==> config.mk <==
export PLATFORM = sky130hd
export DESIGN_NAME = fault_flag_bank
export DESIGN_NICKNAME = d
export VERILOG_FILES = /design/src/rtl/ffb_pkg.sv /design/src/rtl/ffb_sticky_group.sv /design/src/rtl/ffb_comm_group.sv /design/src/rtl/ffb_conv_counters.sv /design/src/rtl/fault_flag_bank.sv
export SDC_FILE = /design/constraint.sdc
export NUM_CORES = 1
export LEC_CHECK = 0
export BUFFER_PORTS_ARGS = -buffer_cell sky130_fd_sc_hd__buf_2
export CAP_MARGIN = 20
export CELL_PAD_IN_SITES_DETAIL_PLACEMENT = 1
export CELL_PAD_IN_SITES_GLOBAL_PLACEMENT = 2
export CORE_MARGIN = 4
export CORE_UTILIZATION = 38
export DETAILED_ROUTE_END_ITERATION = 6
export PLACE_DENSITY = 0.8
export SETUP_SLACK_MARGIN = 0.02
export SLEW_MARGIN = 20
export SYNTH_ARGS = -nofsm -noshare
export SYNTH_HDL_FRONTEND = slang
export SYNTH_SLANG_ARGS = --single-unit
==> constraint.sdc <==
create_clock -name clk_i -period 3.7 [get_ports clk_i]
set_input_delay 0.925 -clock clk_i [delete_from_list [all_inputs] [get_ports clk_i]]
set_output_delay 0.925 -clock clk_i [all_outputs]
set_load 0.02 [all_outputs]
==> src/rtl/ffb_pkg.sv <==
package ffb_pkg;
    localparam int ADDR_W = 4;
    localparam int DATA_W = 16;
    localparam int N_COMM = 4;

    localparam logic [ADDR_W-1:0] A_GEN     = 4'd0;
    localparam logic [ADDR_W-1:0] A_CONV    = 4'd1;
    localparam logic [ADDR_W-1:0] A_SUP_ST  = 4'd2;
    localparam logic [ADDR_W-1:0] A_CLK_ST  = 4'd3;
    localparam logic [ADDR_W-1:0] A_DIG_ST  = 4'd4;
    localparam logic [ADDR_W-1:0] A_SUP_EN  = 4'd5;
    localparam logic [ADDR_W-1:0] A_CLK_EN  = 4'd6;
    localparam logic [ADDR_W-1:0] A_DIG_EN  = 4'd7;
    localparam logic [ADDR_W-1:0] A_SUP_DG  = 4'd8;
    localparam logic [ADDR_W-1:0] A_CLK_DG  = 4'd9;
    localparam logic [ADDR_W-1:0] A_DIG_DG  = 4'd10;
    localparam logic [ADDR_W-1:0] A_COMM_EN = 4'd11;
endpackage

==> src/rtl/ffb_sticky_group.sv <==
module ffb_sticky_group #(
    parameter int W = 8
) (
    input  logic         clk_i,
    input  logic         rst_ni,
    input  logic [W-1:0] en_i,
    input  logic [W-1:0] diag_i,
    input  logic [W-1:0] fault_i,
    input  logic [W-1:0] clr_i,
    output logic [W-1:0] flag_no
);
    typedef struct packed {
        logic [W-1:0] flag_n;
    } state_t;

    state_t       st_d, st_q;
    logic [W-1:0] hit;

    always_comb begin
        hit         = en_i & (fault_i | diag_i);
        st_d        = st_q;
        st_d.flag_n = (st_q.flag_n | clr_i) & ~hit;
    end

    always_ff @(posedge clk_i or negedge rst_ni) begin
        if (!rst_ni) st_q <= '{flag_n: '1};
        else         st_q <= st_d;
    end

    assign flag_no = st_q.flag_n;

    AST_ENABLED_FAULT_FALLS: assert property (@(posedge clk_i) disable iff (!rst_ni) 1'b1 |=> ((flag_no & $past(en_i & (fault_i | diag_i))) == '0));
    AST_LOW_STAYS_LOW: assert property (@(posedge clk_i) disable iff (!rst_ni) 1'b1 |=> ((flag_no & ~$past(flag_no) & ~$past(clr_i)) == '0));
    AST_NO_FALL_WHEN_IDLE: assert property (@(posedge clk_i) disable iff (!rst_ni) 1'b1 |=> ((~flag_no & $past(flag_no) & ~$past(en_i & (fault_i | diag_i))) == '0));
endmodule

==> src/rtl/ffb_comm_group.sv <==
module ffb_comm_group
    import ffb_pkg::*;
(
    input  logic              clk_i,
    input  logic              rst_ni,
    input  logic [N_COMM-1:0] comm_en_i,
    input  logic [N_COMM-1:0] comm_fault_i,
    input  logic              frame_end_i,
    input  logic              rst_clr_i,
    output logic              rst_flag_no,
    output logic [N_COMM-1:0] comm_flag_no
);
    typedef struct packed {
        logic              rst_flag_n;
        logic [N_COMM-1:0] comm_flag_n;
        logic [N_COMM-1:0] seen;
    } state_t;

    state_t            st_d, st_q;
    logic [N_COMM-1:0] hit;
    logic              frame_bad;

    always_comb begin
        hit              = comm_en_i & comm_fault_i;
        frame_bad        = |(st_q.seen | hit);
        st_d             = st_q;
        st_d.rst_flag_n  = st_q.rst_flag_n | rst_clr_i;
        st_d.comm_flag_n = st_q.comm_flag_n & ~hit;
        st_d.seen        = st_q.seen | hit;
        if (frame_end_i) begin
            st_d.seen = '0;
            if (!frame_bad) st_d.comm_flag_n = '1;
        end
    end

    always_ff @(posedge clk_i or negedge rst_ni) begin
        if (!rst_ni) st_q <= '{rst_flag_n: 1'b0, comm_flag_n: '1, seen: '0};
        else         st_q <= st_d;
    end

    assign rst_flag_no  = st_q.rst_flag_n;
    assign comm_flag_no = st_q.comm_flag_n;

    AST_COMM_FAULT_SHOWS: assert property (@(posedge clk_i) disable iff (!rst_ni) 1'b1 |=> ((comm_flag_no & $past(comm_en_i & comm_fault_i)) == '0));
    AST_CLEAN_FRAME_RECOVERS: assert property (@(posedge clk_i) disable iff (!rst_ni) (frame_end_i && st_q.seen == '0 && (comm_en_i & comm_fault_i) == '0) |=> (comm_flag_no == '1));
    AST_RST_FLAG_STICKS: assert property (@(posedge clk_i) disable iff (!rst_ni) (!rst_flag_no && !rst_clr_i) |=> !rst_flag_no);
endmodule

==> src/rtl/ffb_conv_counters.sv <==
module ffb_conv_counters #(
    parameter int N = 3
) (
    input  logic           clk_i,
    input  logic           rst_ni,
    input  logic [N-1:0]   done_i,
    output logic [2*N-1:0] cnt_o
);
    typedef struct packed {
        logic [N-1:0][1:0] cnt;
    } state_t;

    state_t st_d, st_q;

    always_comb begin
        st_d = st_q;
        for (int i = 0; i < N; i++) begin
            st_d.cnt[i] = st_q.cnt[i] + {1'b0, done_i[i]};
        end
    end

    always_ff @(posedge clk_i or negedge rst_ni) begin
        if (!rst_ni) st_q <= '{cnt: '0};
        else         st_q <= st_d;
    end

    assign cnt_o = st_q.cnt;

    for (genvar g = 0; g < N; g++) begin : g_lane_chk
        AST_COUNT_STEP: assert property (@(posedge clk_i) disable iff (!rst_ni) 1'b1 |=> (cnt_o[2*g +: 2] == 2'($past(cnt_o[2*g +: 2]) + {1'b0, $past(done_i[g])})));
    end
endmodule

==> src/rtl/fault_flag_bank.sv <==
module fault_flag_bank
    import ffb_pkg::*;
#(
    parameter int N_SUP  = 8,
    parameter int N_CLK  = 3,
    parameter int N_DIG  = 4,
    parameter int N_CONV = 3
) (
    input  logic              clk_i,
    input  logic              rst_ni,
    input  logic              wr_en_i,
    input  logic [ADDR_W-1:0] wr_addr_i,
    input  logic [DATA_W-1:0] wr_data_i,
    input  logic [ADDR_W-1:0] rd_addr_i,
    output logic [DATA_W-1:0] rd_data_o,
    input  logic [N_SUP-1:0]  sup_fault_i,
    input  logic [N_CLK-1:0]  clk_fault_i,
    input  logic [N_DIG-1:0]  dig_fault_i,
    input  logic [N_COMM-1:0] comm_fault_i,
    input  logic              frame_end_i,
    input  logic [N_CONV-1:0] conv_done_i
);
    localparam int CNT_W = 2 * N_CONV;

    typedef struct packed {
        logic [N_SUP-1:0]  en_sup;
        logic [N_CLK-1:0]  en_clk;
        logic [N_DIG-1:0]  en_dig;
        logic [N_SUP-1:0]  dg_sup;
        logic [N_CLK-1:0]  dg_clk;
        logic [N_DIG-1:0]  dg_dig;
        logic [N_COMM-1:0] comm_en;
    } cfg_t;

    cfg_t              cfg_d, cfg_q;
    logic [N_SUP-1:0]  clr_sup, sup_flag_n;
    logic [N_CLK-1:0]  clr_clk, clk_flag_n;
    logic [N_DIG-1:0]  clr_dig, dig_flag_n;
    logic [N_COMM-1:0] comm_flag_n;
    logic              rst_flag_n;
    logic              rst_clr;
    logic [CNT_W-1:0]  cnt;
    logic              unused_wr_bits;

    assign unused_wr_bits = ^wr_data_i;

    // Configuration registers
    always_comb begin
        cfg_d = cfg_q;
        if (wr_en_i) begin
            case (wr_addr_i)
                A_SUP_EN:  cfg_d.en_sup  = wr_data_i[N_SUP-1:0];
                A_CLK_EN:  cfg_d.en_clk  = wr_data_i[N_CLK-1:0];
                A_DIG_EN:  cfg_d.en_dig  = wr_data_i[N_DIG-1:0];
                A_SUP_DG:  cfg_d.dg_sup  = wr_data_i[N_SUP-1:0];
                A_CLK_DG:  cfg_d.dg_clk  = wr_data_i[N_CLK-1:0];
                A_DIG_DG:  cfg_d.dg_dig  = wr_data_i[N_DIG-1:0];
                A_COMM_EN: cfg_d.comm_en = wr_data_i[N_COMM-1:0];
                default: ;
            endcase
        end
    end

    always_ff @(posedge clk_i or negedge rst_ni) begin
        if (!rst_ni) cfg_q <= '0;
        else         cfg_q <= cfg_d;
    end

    // Write-one-to-clear masks
    always_comb begin
        clr_sup = '0;
        clr_clk = '0;
        clr_dig = '0;
        rst_clr = 1'b0;
        if (wr_en_i) begin
            case (wr_addr_i)
                A_GEN:    rst_clr = wr_data_i[0];
                A_SUP_ST: clr_sup = wr_data_i[N_SUP-1:0];
                A_CLK_ST: clr_clk = wr_data_i[N_CLK-1:0];
                A_DIG_ST: clr_dig = wr_data_i[N_DIG-1:0];
                default: ;
            endcase
        end
    end

    ffb_sticky_group #(.W(N_SUP)) u_sup (
        .clk_i  (clk_i),
        .rst_ni (rst_ni),
        .en_i   (cfg_q.en_sup),
        .diag_i (cfg_q.dg_sup),
        .fault_i(sup_fault_i),
        .clr_i  (clr_sup),
        .flag_no(sup_flag_n)
    );

    ffb_sticky_group #(.W(N_CLK)) u_clk (
        .clk_i  (clk_i),
        .rst_ni (rst_ni),
        .en_i   (cfg_q.en_clk),
        .diag_i (cfg_q.dg_clk),
        .fault_i(clk_fault_i),
        .clr_i  (clr_clk),
        .flag_no(clk_flag_n)
    );

    ffb_sticky_group #(.W(N_DIG)) u_dig (
        .clk_i  (clk_i),
        .rst_ni (rst_ni),
        .en_i   (cfg_q.en_dig),
        .diag_i (cfg_q.dg_dig),
        .fault_i(dig_fault_i),
        .clr_i  (clr_dig),
        .flag_no(dig_flag_n)
    );

    ffb_comm_group u_comm (
        .clk_i       (clk_i),
        .rst_ni      (rst_ni),
        .comm_en_i   (cfg_q.comm_en),
        .comm_fault_i(comm_fault_i),
        .frame_end_i (frame_end_i),
        .rst_clr_i   (rst_clr),
        .rst_flag_no (rst_flag_n),
        .comm_flag_no(comm_flag_n)
    );

    ffb_conv_counters #(.N(N_CONV)) u_cnt (
        .clk_i (clk_i),
        .rst_ni(rst_ni),
        .done_i(conv_done_i),
        .cnt_o (cnt)
    );

    // Read mux
    always_comb begin
        rd_data_o = '0;
        case (rd_addr_i)
            A_GEN:     rd_data_o[N_COMM:0]    = {comm_flag_n, rst_flag_n};
            A_CONV:    rd_data_o[CNT_W-1:0]   = cnt;
            A_SUP_ST:  rd_data_o[N_SUP-1:0]   = sup_flag_n;
            A_CLK_ST:  rd_data_o[N_CLK-1:0]   = clk_flag_n;
            A_DIG_ST:  rd_data_o[N_DIG-1:0]   = dig_flag_n;
            A_SUP_EN:  rd_data_o[N_SUP-1:0]   = cfg_q.en_sup;
            A_CLK_EN:  rd_data_o[N_CLK-1:0]   = cfg_q.en_clk;
            A_DIG_EN:  rd_data_o[N_DIG-1:0]   = cfg_q.en_dig;
            A_SUP_DG:  rd_data_o[N_SUP-1:0]   = cfg_q.dg_sup;
            A_CLK_DG:  rd_data_o[N_CLK-1:0]   = cfg_q.dg_clk;
            A_DIG_DG:  rd_data_o[N_DIG-1:0]   = cfg_q.dg_dig;
            A_COMM_EN: rd_data_o[N_COMM-1:0]  = cfg_q.comm_en;
            default: ;
        endcase
    end

    AST_CFG_HOLDS_WITHOUT_WRITE: assert property (@(posedge clk_i) disable iff (!rst_ni) !wr_en_i |=> $stable(cfg_q));
endmodule

# Yosys cells after proc, flatten, opt, wreduce, memory -nomap -nowiden

Index checks and enable logic that the tools add are counted.

Flip-flop bits (word level): 64
Bits in latches: 0
RAM bits: 0
ROM bits: 0
Input bits: 50
Output and inout port bits: 16
Logic and storage cells: 85
Memories kept: 0

Add/sub/neg operators: 3
$mul: 0
Div/mod/pow operators: 0
Magnitude comparators: 0
Eq/ne operators: 21
Shift operators: 0
Muxes and demuxes: 15
Bitwise logic cells: 20
Reduce and logical (&&, ||, !) cells: 10

Operators with widths:

| kind                                                | count |
|---|---|
| one-hot mux 3 bit (12 select lines)                 | 1 |
| equality test 4 x 3 -> 1 bit, second input constant | 8 |
| equality test 4 bit, second input constant          | 8 |
| two-way mux 8 bit                                   | 3 |
| bitwise AND 4 bit                                   | 4 |
| bitwise AND 8 bit                                   | 2 |
| equality test 4 x 2 -> 1 bit, second input constant | 4 |
| OR 8 bit                                            | 2 |
| AND reduction 2 bit                                 | 7 |
| two-way mux 4 bit                                   | 3 |
| OR 4 bit                                            | 3 |
| one-hot mux 1 bit (9 select lines)                  | 1 |
| logical NOT 4 bit                                   | 2 |
| inverter 4 bit                                      | 2 |
| inverter 8 bit                                      | 1 |
| adder 2 x 1 -> 2 bit                                | 3 |
| bitwise AND 3 bit                                   | 2 |
| two-way mux 3 bit                                   | 2 |
| OR 3 bit                                            | 2 |
| one-hot mux 2 bit (3 select lines)                  | 1 |
| one-hot mux 1 bit (5 select lines)                  | 1 |
| equality test 4 x 1 -> 1 bit, second input constant | 1 |
| one-hot mux 1 bit (4 select lines)                  | 1 |
| OR reduction 4 bit                                  | 1 |
| other kinds (3)                                     | 4 |

# Longest topological paths before layout

Gate-level depths: netlist (run 1).

Depth in word-level cells: 5
Depth in mapped cells: 6
Depth with buffers taken out: 4

# Hierarchy

Synthesis (run 1) repeated with hierarchy kept, for this count alone.

Cell total of the unflattened synthesis: 293
Area, all modules: 3348.2 um^2

Modules (own cells, without submodules):

| module                    | instances | cells an instance | area an instance (um^2) | seq. area each (um^2) |
|---|---|---|---|---|
| fault_flag_bank           | 1         | 200               | 2172.1                  | 850.8 |
| ffb_comm_group            | 1         | 36                | 380.4                   | 230.2 |
| ffb_sticky_group at u_sup | 1         | 24                | 310.3                   | 210.2 |
| ffb_conv_counters         | 1         | 12                | 214.0                   | 150.1 |
| ffb_sticky_group at u_dig | 1         | 12                | 155.1                   | 105.1 |
| ffb_sticky_group at u_clk | 1         | 9                 | 116.4                   | 78.8 |

# Worst setup path after synthesis (run 1)

Ideal clock, no wire load.

Kind: input to output
From: input port rd_addr_i[1]
To: output port rd_data_o[7]
Arrival time: 2.015 ns
Data required time: 2.775 ns
Path slack: 0.760 ns
Stages: 5
Path buffers: 2
Cells stage by stage: buf_2 buf_2 and3_1 a21oi_1 o31ai_1

Longest elaborated chain between the ends: 2
Elaborated cells on any way between the ends: 4
Classes of those cells: eq/ne: 3; mux: 1

RTL lines:

| element                                     | line                   | text |
|---|---|---|
| from (decl)                                 | fault_flag_bank.sv:14  | `input logic [ADDR_W-1:0] rd_addr_i,` |
| equality test 4 bit (tied with other cells) | fault_flag_bank.sv:137 | `case (rd_addr_i)` |
| one-hot mux 2 bit (3 select lines) *        | fault_flag_bank.sv:137 |  |
| to (decl)                                   | fault_flag_bank.sv:15  | `output logic [DATA_W-1:0] rd_data_o,` |

Every way passes the cells marked *; elsewhere a longest branch is shown, timed or not.

# Worst setup path after layout (run 1)

From: input port rd_addr_i[3]
To: output port rd_data_o[0]

Longest elaborated chain between the ends: 2
Elaborated cells on any way between the ends: 13
Classes of those cells: eq/ne: 11; mux: 1; reduce/logical: 1

RTL lines:

| element                                     | line |
|---|---|
| equality test 4 bit (tied with other cells) | fault_flag_bank.sv:137 |
| one-hot mux 3 bit (12 select lines) *       | fault_flag_bank.sv:137 |

Marks and branches as above.

==> impl_metrics.csv, run 1 <==
group,metric,value,unit
layout,drive_gt1_share,39.6,%
layout,areaGrowthSynthToFinish,17.3,%
setup_path,crit_slowest_cell,"mux2_4",
layout,diodes,0,
timing,setup-violations-final,0,
drt,post_drt_wl_per_cell,19.6,um
timing,skew,4.34,ps
clock_tree,htreeDepth,3,
clock_tree,cts_setup_buffers,0,
timing,post-route-min-period,3430,ps
power_and_ir_drop,powerDensity,540,mW/mm^2
setup_path,cp.required,2770,ps
floorplan,num_rows,33,
clock_tree,clk_pin_slew,70,ps
drt,drc,0,
placement,place_hpwl,6520,um
setup_path,crit_start,"rd_addr_i[3]",
setup_path,cpPeakStageDelay,300,ps
setup_path,r2r_end,"u_comm.comm_flag_no[1]$_DFF_PN1_",
drt,wl,8940,um
timing,fin_tns_setup,0,ps
clock_tree,clk_latency,330,ps
timing,tightest_slew,907,ps
setup_path,crit_path_max_fanout,17,
floorplan,io_pins,66,
yosys,syn_avg_cell_area,11.3,sq um
yosys,ys_async_sr_fraction,100,%
timing,relSlewSlack,39.1,%
global_route,grt_first_pass_wirelength,14100,um
yosys,syn_area,0.00326,sq mm
global_route,grt_pass1_vias,2607,
setup_path,critPathArrivalTime,2510,ps
placement,dp_slack,263,ps
job,max_cap_viol_count,0,
yosys,yosys_most_used_dff,"dfrtp_1",
setup_path,endpoint,"rd_data_o[0]",
timing,setup_ws,268,ps
clock_tree,cts_buffers,9,
global_route,grt_use_total,18.6,%
setup_path,crit_chain,"buf_2 -> buf_4 -> mux2_4 -> a221oi_1 -> a211oi_1 -> a211o_1 -> buf_2",
global_route,grt_max_degree,31,
floorplan,die_y,101,um
timing,hold_viol,0,
yosys,ys_warn_count,0,
drt,dr.pass1.iters,5,
clock_tree,cts_root_buffer,"clkbuf_8",
layout,layout.nets,399,
floorplan,core_area,0.00830,sq mm
setup_path,reg2regPathDepth,4,
power_and_ir_drop,ir_worst_vdd,0.000224,V
timing,drv_slew,0,
floorplan,initial_core_util,39.3,%
setup_path,crit_path_start_kind,"input port",
yosys,seq_area_frac_synth,49.8,%
drt,drtIter0Drc,87,
drt,ant_nets,0,
yosys,synthCells,289,
setup_path,r2r_setup_slack,2530,ps
drt,vias_per_cell,5.36,
clock_tree,postCtsHoldBufs,0,
drt,vias,2446,
global_route,overflow,0,
timing,rsz0062_at_grt,"no",
timing,fmax,291,MHz
yosys,synth_edf_count,0,
floorplan,fp.dieArea,0.0101,sq mm
layout,fillCellCount,918,
yosys,synth.distinct_cells,54,
floorplan,die-width,101,um
setup_path,path_class,"in2out",
clock_tree,ctsResizeCount,0,
placement,io_buffer_count,49,
clock_tree,cts_max_path_buffers,2,
setup_path,cp_common_cell,"buf_2",
yosys,synth_seq_cells,64,
setup_path,crit_path_end_kind,"output pin",
clock_tree,clock-sinks,64,
layout,final_cell_mix,"buf_2 (49), dfrtp_1 (45), mux2_2 (37)",
power_and_ir_drop,leakage,1.70,nW
layout,layout_commonest_cell,"buf_2",
outcome,outcome,"finished clean",
setup_path,timing.rr.start,"cfg_q[0]$_DFFE_PN0P_",
clock_tree,cts_tree,"built",
placement,gp_congestion,0.801,
min_path,hold_path_class,"reg2reg",
global_route,grt_antenna_before_repair,0,
timing,timing.final.crit_share,92.8,%
==> flip-flops by register name, indices dropped and copies added, names as in the netlist <==
name,cells
u_comm.st_q,4
u_dig.flag_no,4
cfg_q,34
u_clk.flag_no,3
u_comm.rst_flag_no,1
u_comm.comm_flag_no,4
u_sup.flag_no,8
u_cnt.cnt_o,6
==> metal layers <==
layer | part of all wire (%) | global-route usage, %
met5 | 0 | 0
met4 | 1.0 | 5.49
met3 | 4.2 | 4.91
met2 | 49 | 29.8
met1 | 46 | 24.8
==> critical path, delay by kind of cell <==
kind,cells,cell delay [ps]
AO/OA/AOI/OAI,3,610
buffers and inverters,3,670
multiplexers,1,300
==> synth_stat cells, drive strengths merged, types with 2 or more instances <==
master  number  area, sq um
nor2        25         93.8
nand2b       4         27.5
o211ai       2         15.0
dfstp       19          499
ha           3         37.5
nor3b        3         27.5
or3          3         28.8
a31oi        3         18.8
xor2         3         26.3
mux2i        4         40.0
mux2        40          458
a221oi       3         32.5
o21ai       13         65.1
nand2       22         85.1
and3         3         18.8
inv          4         15.0
a32oi        4         35.0
nand3        4         20.0
a21oi       11         55.1
nor2b        4         25.0
nand3b       4         33.8
buf         20          129
a311o        2         20.0
o21a        15          113
nand4        2         12.5
nor3         4         31.3
o32a         2         20.0
o22ai        4         25.0
dfrtp       45         1130
==> where the power goes <==
| part | switching (mW) | internal (mW) |
|---|---|---|
| Clock | 0.266 | 0.398 |
| Combinational | 0.193 | 0.205 |
| Sequential | 0.121 | 0.884 |
| Total | 0.580 | 1.49 |
==> final cells by class <==
cell class	instances	area (sq um)	area share (%)
repair buffers	59	320	8.37
clock inverters	3	65.1	1.70
well taps	105	131	3.43
inverters	4	15.0	0.392
flip-flops and latches	64	1630	42.5
clock buffers	13	149	3.89
multi-input cells	208	1520	39.7
==> through the flow <==
stage               power, mW  area [sq um]  hold slack (ps)  std cells  utilization [%]
global route             2.18          3830              495        456             46.1
detailed placement       1.42          3610              452        440             43.5
global placement         1.40          3610              447        440             43.5
finish                   2.07          3830              470        456             46.1
floorplan                1.26          3290              433        296                -
CTS                      2.09          3830              472        456             46.1
==> worst min-delay path by stage <==
stage                                      from                          endpoint  slack [ps]  cells after the start
2_1_floorplan  u_comm.comm_flag_no[1]$_DFF_PN1_  u_comm.comm_flag_no[1]$_DFF_PN1_         430                      2
3_5_place_dp   u_comm.comm_flag_no[1]$_DFF_PN1_  u_comm.comm_flag_no[1]$_DFF_PN1_         450                      2
5_1_grt        u_comm.comm_flag_no[2]$_DFF_PN1_  u_comm.comm_flag_no[2]$_DFF_PN1_         490                      2
4_1_cts                u_cnt.cnt_o[1]$_DFF_PN0_          u_cnt.cnt_o[1]$_DFF_PN0_         470                      1
6_report       u_comm.comm_flag_no[0]$_DFF_PN1_  u_comm.comm_flag_no[0]$_DFF_PN1_         470                      2
3_3_place_gp   u_comm.comm_flag_no[1]$_DFF_PN1_  u_comm.comm_flag_no[1]$_DFF_PN1_         450                      2
==> kinds of logic after synthesis <==
kind of cell | synth area share, %
flops | 49.8
compound gates | 14.6
mux | 16.0
fa+ha+maj | 1.15
other cells | 0.115
xor+xnor | 0.805
simple gates | 13.2
buf+inv | 4.41
Note: power is estimated with default switching activity, not from simulation.
==> inputs of run 2 (changes only) <==
--- a/config.mk
+++ b/config.mk
@@ -5,7 +5,7 @@
 export SDC_FILE = /design/constraint.sdc
 export NUM_CORES = 1
 export LEC_CHECK = 0
-export BUFFER_PORTS_ARGS = -buffer_cell sky130_fd_sc_hd__buf_2
+export BUFFER_PORTS_ARGS = -buffer_cell sky130_fd_sc_hd__clkbuf_2
 export CAP_MARGIN = 20
 export CELL_PAD_IN_SITES_DETAIL_PLACEMENT = 1
 export CELL_PAD_IN_SITES_GLOBAL_PLACEMENT = 2
==> run 2 against run 1 <==
Against the previous run: wire length down 2.1%; total power decreased by 2.2%; utilization is 0.060 points higher; die area is the same; maximum frequency is 1.7% higher; clock-buffer cell count decreased by 2; combinational power about the same; register-to-register slack better by 60 ps; via count rose by 1.6%; hold slack worse by 5.4 ps.
==> impl_metrics.csv, run 2 (same netlist as run 1, synthesis figures left out) <==
group,metric,value,unit
clock_tree,cts_setup_buffers,0,
layout,fillCellCount,953,
setup_path,crit_path_end_kind,"output pin",
power_and_ir_drop,powerDensity,527,mW/mm^2
floorplan,core_area,0.00830,sq mm
clock_tree,ctsResizeCount,0,
placement,dp_cells,440,
placement,io_buffer_count,49,
timing,hold_viol,0,
timing,relSlewSlack,40.9,%
drt,drtIter0Drc,106,
power_and_ir_drop,p_clk_share,30.5,%
layout,final_core_util,46.2,%
min_path,hold_path_class,"reg2reg",
power_and_ir_drop,p_int,1.44,mW
setup_path,crit_path_start_kind,"input port",
timing,fin_tns_setup,0,ps
drt,dr.pass1.iters,4,
global_route,grt_first_pass_wirelength,14300,um
setup_path,crit_path_max_fanout,16,
clock_tree,htreeDepth,3,
floorplan,fp.dieArea,0.0101,sq mm
clock_tree,cts_root_buffer,"clkbuf_8",
global_route,overflow,0,
power_and_ir_drop,combPwrFrac,19.8,%
placement,gp_congestion,0.778,
drt,wl,8750,um
clock_tree,clk_pin_slew,70,ps
layout,diodes,0,
clock_tree,clock-sinks,64,
global_route,grt_use_total,18.7,%
clock_tree,clk_latency,340,ps
power_and_ir_drop,leakage,1.70,nW
floorplan,num_rows,33,
clock_tree,cts_buffers,9,
outcome,outcome,"finished clean",
placement,place_hpwl,6610,um
floorplan,die-width,101,um
placement,placed_area,0.00362,sq mm
placement,dp_slack,335,ps
job,max_cap_viol_count,0,
drt,post_drt_wl_per_cell,19.2,um
drt,drc,0,
setup_path,cp.required,2770,ps
timing,timing.final.crit_share,91.2,%
timing,drv_slew,0,
layout,drive_gt1_share,40.5,%
global_route,grt_pass1_vias,2676,
floorplan,die_y,101,um
layout,layout.nets,399,
clock_tree,cts_max_path_buffers,2,
power_and_ir_drop,power.switching,0.586,mW
floorplan,initial_core_util,39.3,%
power_and_ir_drop,swShare,29.0,%
power_and_ir_drop,seq_power_share,49.7,%
layout,stdcell_count,456,
floorplan,io_pins,66,
timing,setup_ws,324,ps
timing,rsz0062_at_grt,"no",
setup_path,path_class,"in2out",
setup_path,critPathArrivalTime,2450,ps
layout,top_register,"cfg_q",
clock_tree,cts_tree,"built",
layout,design_area,0.00383,sq mm
layout,areaGrowthSynthToFinish,17.4,%
global_route,grt_max_degree,25,
timing,tightest_slew,880,ps
layout,largest_reg_flops,34,
layout,layout_commonest_cell,"clkbuf_2",
timing,skew,8.02,ps
global_route,grt_antenna_before_repair,0,
drt,vias,2485,
drt,ant_nets,0,
timing,setup-violations-final,0,
layout,final_cell_mix,"clkbuf_2 (49), dfrtp_1 (45), mux2_2 (37)",
clock_tree,postCtsHoldBufs,0,
drt,vias_per_cell,5.45,
timing,post-route-min-period,3380,ps
power_and_ir_drop,ir_worst_vdd,0.000225,V
timing,fmax,296,MHz
-- run 2: changes by cell type in the layout (fill, tap and decap cells not counted), sizes merged --
cell | before | now
buf | 59 | 10
clkbuf | 13 | 60
clkinv | 1 | 2
clkinvlp | 0 | 2
bufinv | 2 | 1
-- run 2: routing by layer --
metal	up-vias	part of all wire (%)	wire (um)	GRT usage, %
met5	-	0	0	0
met4	0	1.0	89	5.60
met3	8	4.2	368	3.94
met2	52	50	4410	32.0
met1	1270	44	3890	23.7
li1	1155	-	-	-
-- run 2: power by group through the flow --
stage / clock [mW] / sequential, mW / combinational, mW
after CTS: 0.634 / 1.01 / 0.408
after global placement: 0 / 1.01 / 0.386
after floorplan: 0 / 0.967 / 0.297
final: 0.617 / 1.00 / 0.400
after global routing: 0.666 / 1.03 / 0.449
after detailed placement: 0 / 1.02 / 0.406
-- run 2: path summary, 6_finish.rpt --
kind                                                  startpoint                               end  slack [ps]  cells after the start
worst max-delay path                                rd_addr_i[3]                      rd_data_o[0]         320                      7
worst min register to register  u_comm.comm_flag_no[1]$_DFF_PN1_  u_comm.comm_flag_no[1]$_DFF_PN1_         460                      2
worst min-delay path            u_comm.comm_flag_no[1]$_DFF_PN1_  u_comm.comm_flag_no[1]$_DFF_PN1_         460                      2
max in group asynchronous                                 rst_ni        u_dig.flag_no[0]$_DFF_PN1_        2340                      2
worst max register to register              cfg_q[0]$_DFFE_PN0P_  u_comm.comm_flag_no[1]$_DFF_PN1_        2590                      4
min in group asynchronous                                 rst_ni             cfg_q[21]$_DFFE_PN0P_         580                      1
-- run 2: final cells by class --
type | instances | area (sq um) | share of cell area (%)
Sequential cell | 64 | 1630 | 42.4
Clock buffer | 11 | 151 | 3.95
Timing Repair Buffer | 59 | 333 | 8.69
Tap cell | 105 | 131 | 3.43
Clock inverter | 5 | 55.1 | 1.44
Inverter | 4 | 15.0 | 0.392
Multi-Input combinational cell | 208 | 1520 | 39.7
-- run 2: worst max-delay path, cell delays in order --
cell and delay [ps]:
clkbuf_2 260, nor2b_1 220, buf_4 170, a222oi_1 330, a211oi_1 130, a211o_1 250
clkbuf_2 160
-- run 2: metrics by stage --
step           hold WS [ps]  power (mW)
6_report                465        2.02
5_1_grt                 473        2.14
4_1_cts                 466        2.05
3_5_place_dp            457        1.43
3_3_place_gp            447        1.40
2_1_floorplan           433        1.26
==> inputs of run 3 (changes only) <==
--- a/config.mk
+++ b/config.mk
@@ -14,7 +14,7 @@
 export DETAILED_ROUTE_END_ITERATION = 6
 export PLACE_DENSITY = 0.8
 export SETUP_SLACK_MARGIN = 0.02
-export SLEW_MARGIN = 20
 export SYNTH_ARGS = -nofsm -noshare
 export SYNTH_HDL_FRONTEND = slang
+export SYNTH_HIERARCHICAL = 1
 export SYNTH_SLANG_ARGS = --single-unit
==> run 3 against run 2 <==
Against the previous run: hold slack better by 6.7 ps; design area down 0.88%; non-clock buffer count down 4; wire length up 0.81%; first-iteration DRC count down 47%; combinational power up 2%; synthesized cell count up 1.4%; register-to-register slack better by 90 ps; die area up 2.4%; critical path type unchanged.
==> impl_metrics.csv, run 3 <==
group,metric,value,unit
global_route,grt_first_pass_wirelength,14300,um
layout,design_area,0.00380,sq mm
yosys,synth.distinct_cells,53,
floorplan,initial_core_util,39.9,%
clock_tree,cts_buffers,9,
layout,final_cell_mix,"clkbuf_2 (49), dfrtp_1 (45), mux2_2 (27)",
power_and_ir_drop,power,1.96,mW
outcome,outcome,"finished clean",
setup_path,path_class,"in2out",
layout,final_core_util,45.3,%
timing,fin_tns_setup,0,ps
placement,gp_congestion,0.836,
layout,fillCellCount,931,
layout,top_register,"cfg_q",
timing,relSlewSlack,52.2,%
clock_tree,htreeDepth,3,
yosys,seq_area_frac_synth,48.5,%
drt,vias_per_cell,5.41,
floorplan,fp.dieArea,0.0104,sq mm
placement,io_buffer_count,49,
min_path,hold_path_class,"reg2reg",
layout,diodes,0,
setup_path,crit_path_max_fanout,10,
yosys,syn_avg_cell_area,11.4,sq um
yosys,ys_async_sr_fraction,100,%
drt,drtIter0Drc,56,
power_and_ir_drop,powerDensity,517,mW/mm^2
yosys,ys_top_cells_by_area,"dfrtp_1 (34%), dfstp_2 (15%), mux2_2 (9.1%)",
timing,post-route-min-period,3400,ps
timing,skew,5.86,ps
power_and_ir_drop,leakage,1.73,nW
drt,ant_nets,0,
floorplan,num_rows,33,
clock_tree,ctsResizeCount,0,
floorplan,core_area,0.00838,sq mm
yosys,synth_edf_count,0,
yosys,synth_top_area_cell,"dfrtp_1",
drt,drc,0,
setup_path,cpPeakStageDelay,500,ps
timing,drv_slew,0,
layout,layout.nets,398,
clock_tree,postCtsHoldBufs,0,
global_route,grt_antenna_before_repair,1,
setup_path,crit_path_start_kind,"input port",
clock_tree,cts_max_path_buffers,2,
yosys,synth_top_area_share,33.6,%
timing,timing.final.crit_share,91.9,%
clock_tree,cts_setup_buffers,0,
floorplan,io_pins,66,
yosys,synth_seq_cells,64,
timing,fmax,294,MHz
setup_path,critPathArrivalTime,2470,ps
setup_path,crit_chain,"clkbuf_2 -> nor2b_1 -> nor2b_1 -> a22o_1 -> or3_1 -> clkbuf_2",
clock_tree,cts_tree,"built",
global_route,grt_use_total,18.3,%
setup_path,path_buf_inv,2,
setup_path,crit_slowest_cell,"nor2b_1",
yosys,synthTopCellsByCount,"dfrtp_1 (45), mux2_2 (27), dfstp_2 (19), o21ai_1 (19)",
yosys,yosys_most_used_dff,"dfrtp_1",
setup_path,critical-path-top-delay-family,"simple AND/OR/NAND/NOR gates",
floorplan,die_y,102,um
power_and_ir_drop,ir_worst_vdd,0.000180,V
timing,hold_viol,0,
timing,rsz0062_at_grt,"no",
setup_path,crit_path_end_kind,"output pin",
floorplan,die-width,102,um
drt,vias,2455,
layout,layout_commonest_cell,"clkbuf_2",
yosys,syn_area,0.00335,sq mm
layout,areaGrowthSynthToFinish,13.4,%
placement,place_hpwl,6610,um
timing,tightest_slew,716,ps
yosys,synthCells,293,
clock_tree,clk_latency,340,ps
layout,drive_gt1_share,38.7,%
clock_tree,cts_root_buffer,"clkbuf_8",
job,max_cap_viol_count,0,
yosys,synthMostInstantiatedCell,"dfrtp_1",
drt,dr.pass1.iters,4,
drt,wl,8830,um
yosys,ys_warn_count,6,
timing,setup-violations-final,0,
layout,largest_reg_flops,34,
global_route,grt_max_degree,41,
clock_tree,clock-sinks,64,
global_route,overflow,0,
drt,post_drt_wl_per_cell,19.4,um
placement,placed_area,0.00363,sq mm
setup_path,cp.required,2770,ps
clock_tree,clk_pin_slew,60,ps
global_route,grt_pass1_vias,2661,
==> run 3: cell families (layout without fill, tap and decap cells) <==
logic type | Yosys count | in the layout | synth area share, %
buffers and inverters | 26 | 75 | 5.53
other | 1 | 8 | 0.112
AOI/OAI and AO/OA | 68 | 68 | 13.9
muxes | 45 | 45 | 16.0
and+or+nand+nor | 83 | 83 | 13.9
DFF | 64 | 64 | 48.5
xor gates and xnor gates | 3 | 3 | 0.785
adders and majority gates | 3 | 3 | 1.12
==> run 3: final timing paths <==
path / startpoint / end / slack (ps) / depth (start not counted)
max: rd_addr_i[3] / rd_data_o[3] / 300 / 6
min: u_comm/comm_flag_no[1]$_DFF_PN1_ / u_comm/comm_flag_no[1]$_DFF_PN1_ / 470 / 2
max reg2reg: cfg_q[3]$_DFFE_PN0P_ / u_comm/comm_flag_no[0]$_DFF_PN1_ / 2680 / 3
min reg2reg: u_comm/comm_flag_no[1]$_DFF_PN1_ / u_comm/comm_flag_no[1]$_DFF_PN1_ / 470 / 2
max in group asynchronous: rst_ni / u_sup/flag_no[4]$_DFF_PN1_ / 2100 / 2
min in group asynchronous: rst_ni / u_comm/rst_flag_no$_DFF_PN0_ / 610 / 1
==> run 3: report_power, final <==
| group | switching, mW | internal [mW] | total, mW | leakage, nW |
|---|---|---|---|---|
| Combinational | 0.199 | 0.210 | 0.409 | 0.896 |
| Sequential | 0.130 | 0.889 | 1.02 | 0.749 |
| Clock | 0.259 | 0.276 | 0.535 | 0.0865 |
| Total | 0.588 | 1.38 | 1.96 | 1.73 |
==> run 3: worst reg2reg max path: cells and delay by family, from the launching register on <==
family          cells  cell delay, ps
flops               1             420
compound gates      2             380
simple gates        1             150
==> run 3: through the flow <==
step / hold slack [ps] / setup slack, ps / cells
2_1_floorplan: 436 / 627 / 300
3_3_place_gp: 457 / 293 / 439
3_5_place_dp: 459 / 307 / 439
4_1_cts: 477 / 303 / 454
5_1_grt: 501 / 185 / 454
6_report: 472 / 301 / 454
==> run 3: cell type report <==
type | count | area (sq um) | area share, %
Tap cell | 105 | 131 | 3.46
Timing Repair Buffer | 55 | 290 | 7.64
Clock inverter | 1 | 5.00 | 0.132
Sequential cell | 64 | 1630 | 42.8
Multi-Input combinational cell | 210 | 1560 | 41.2
Clock buffer | 14 | 163 | 4.28
Inverter | 5 | 18.8 | 0.494
==> run 3: metal layers <==
layer  GRT usage [%]  part of all wire, %  vias up
li1                -                    -     1137
met1            25.4                   46     1257
met2            29.2                   48       49
met3            2.80                  3.5       12
met4            6.96                  1.7        0
met5               0                    0        -
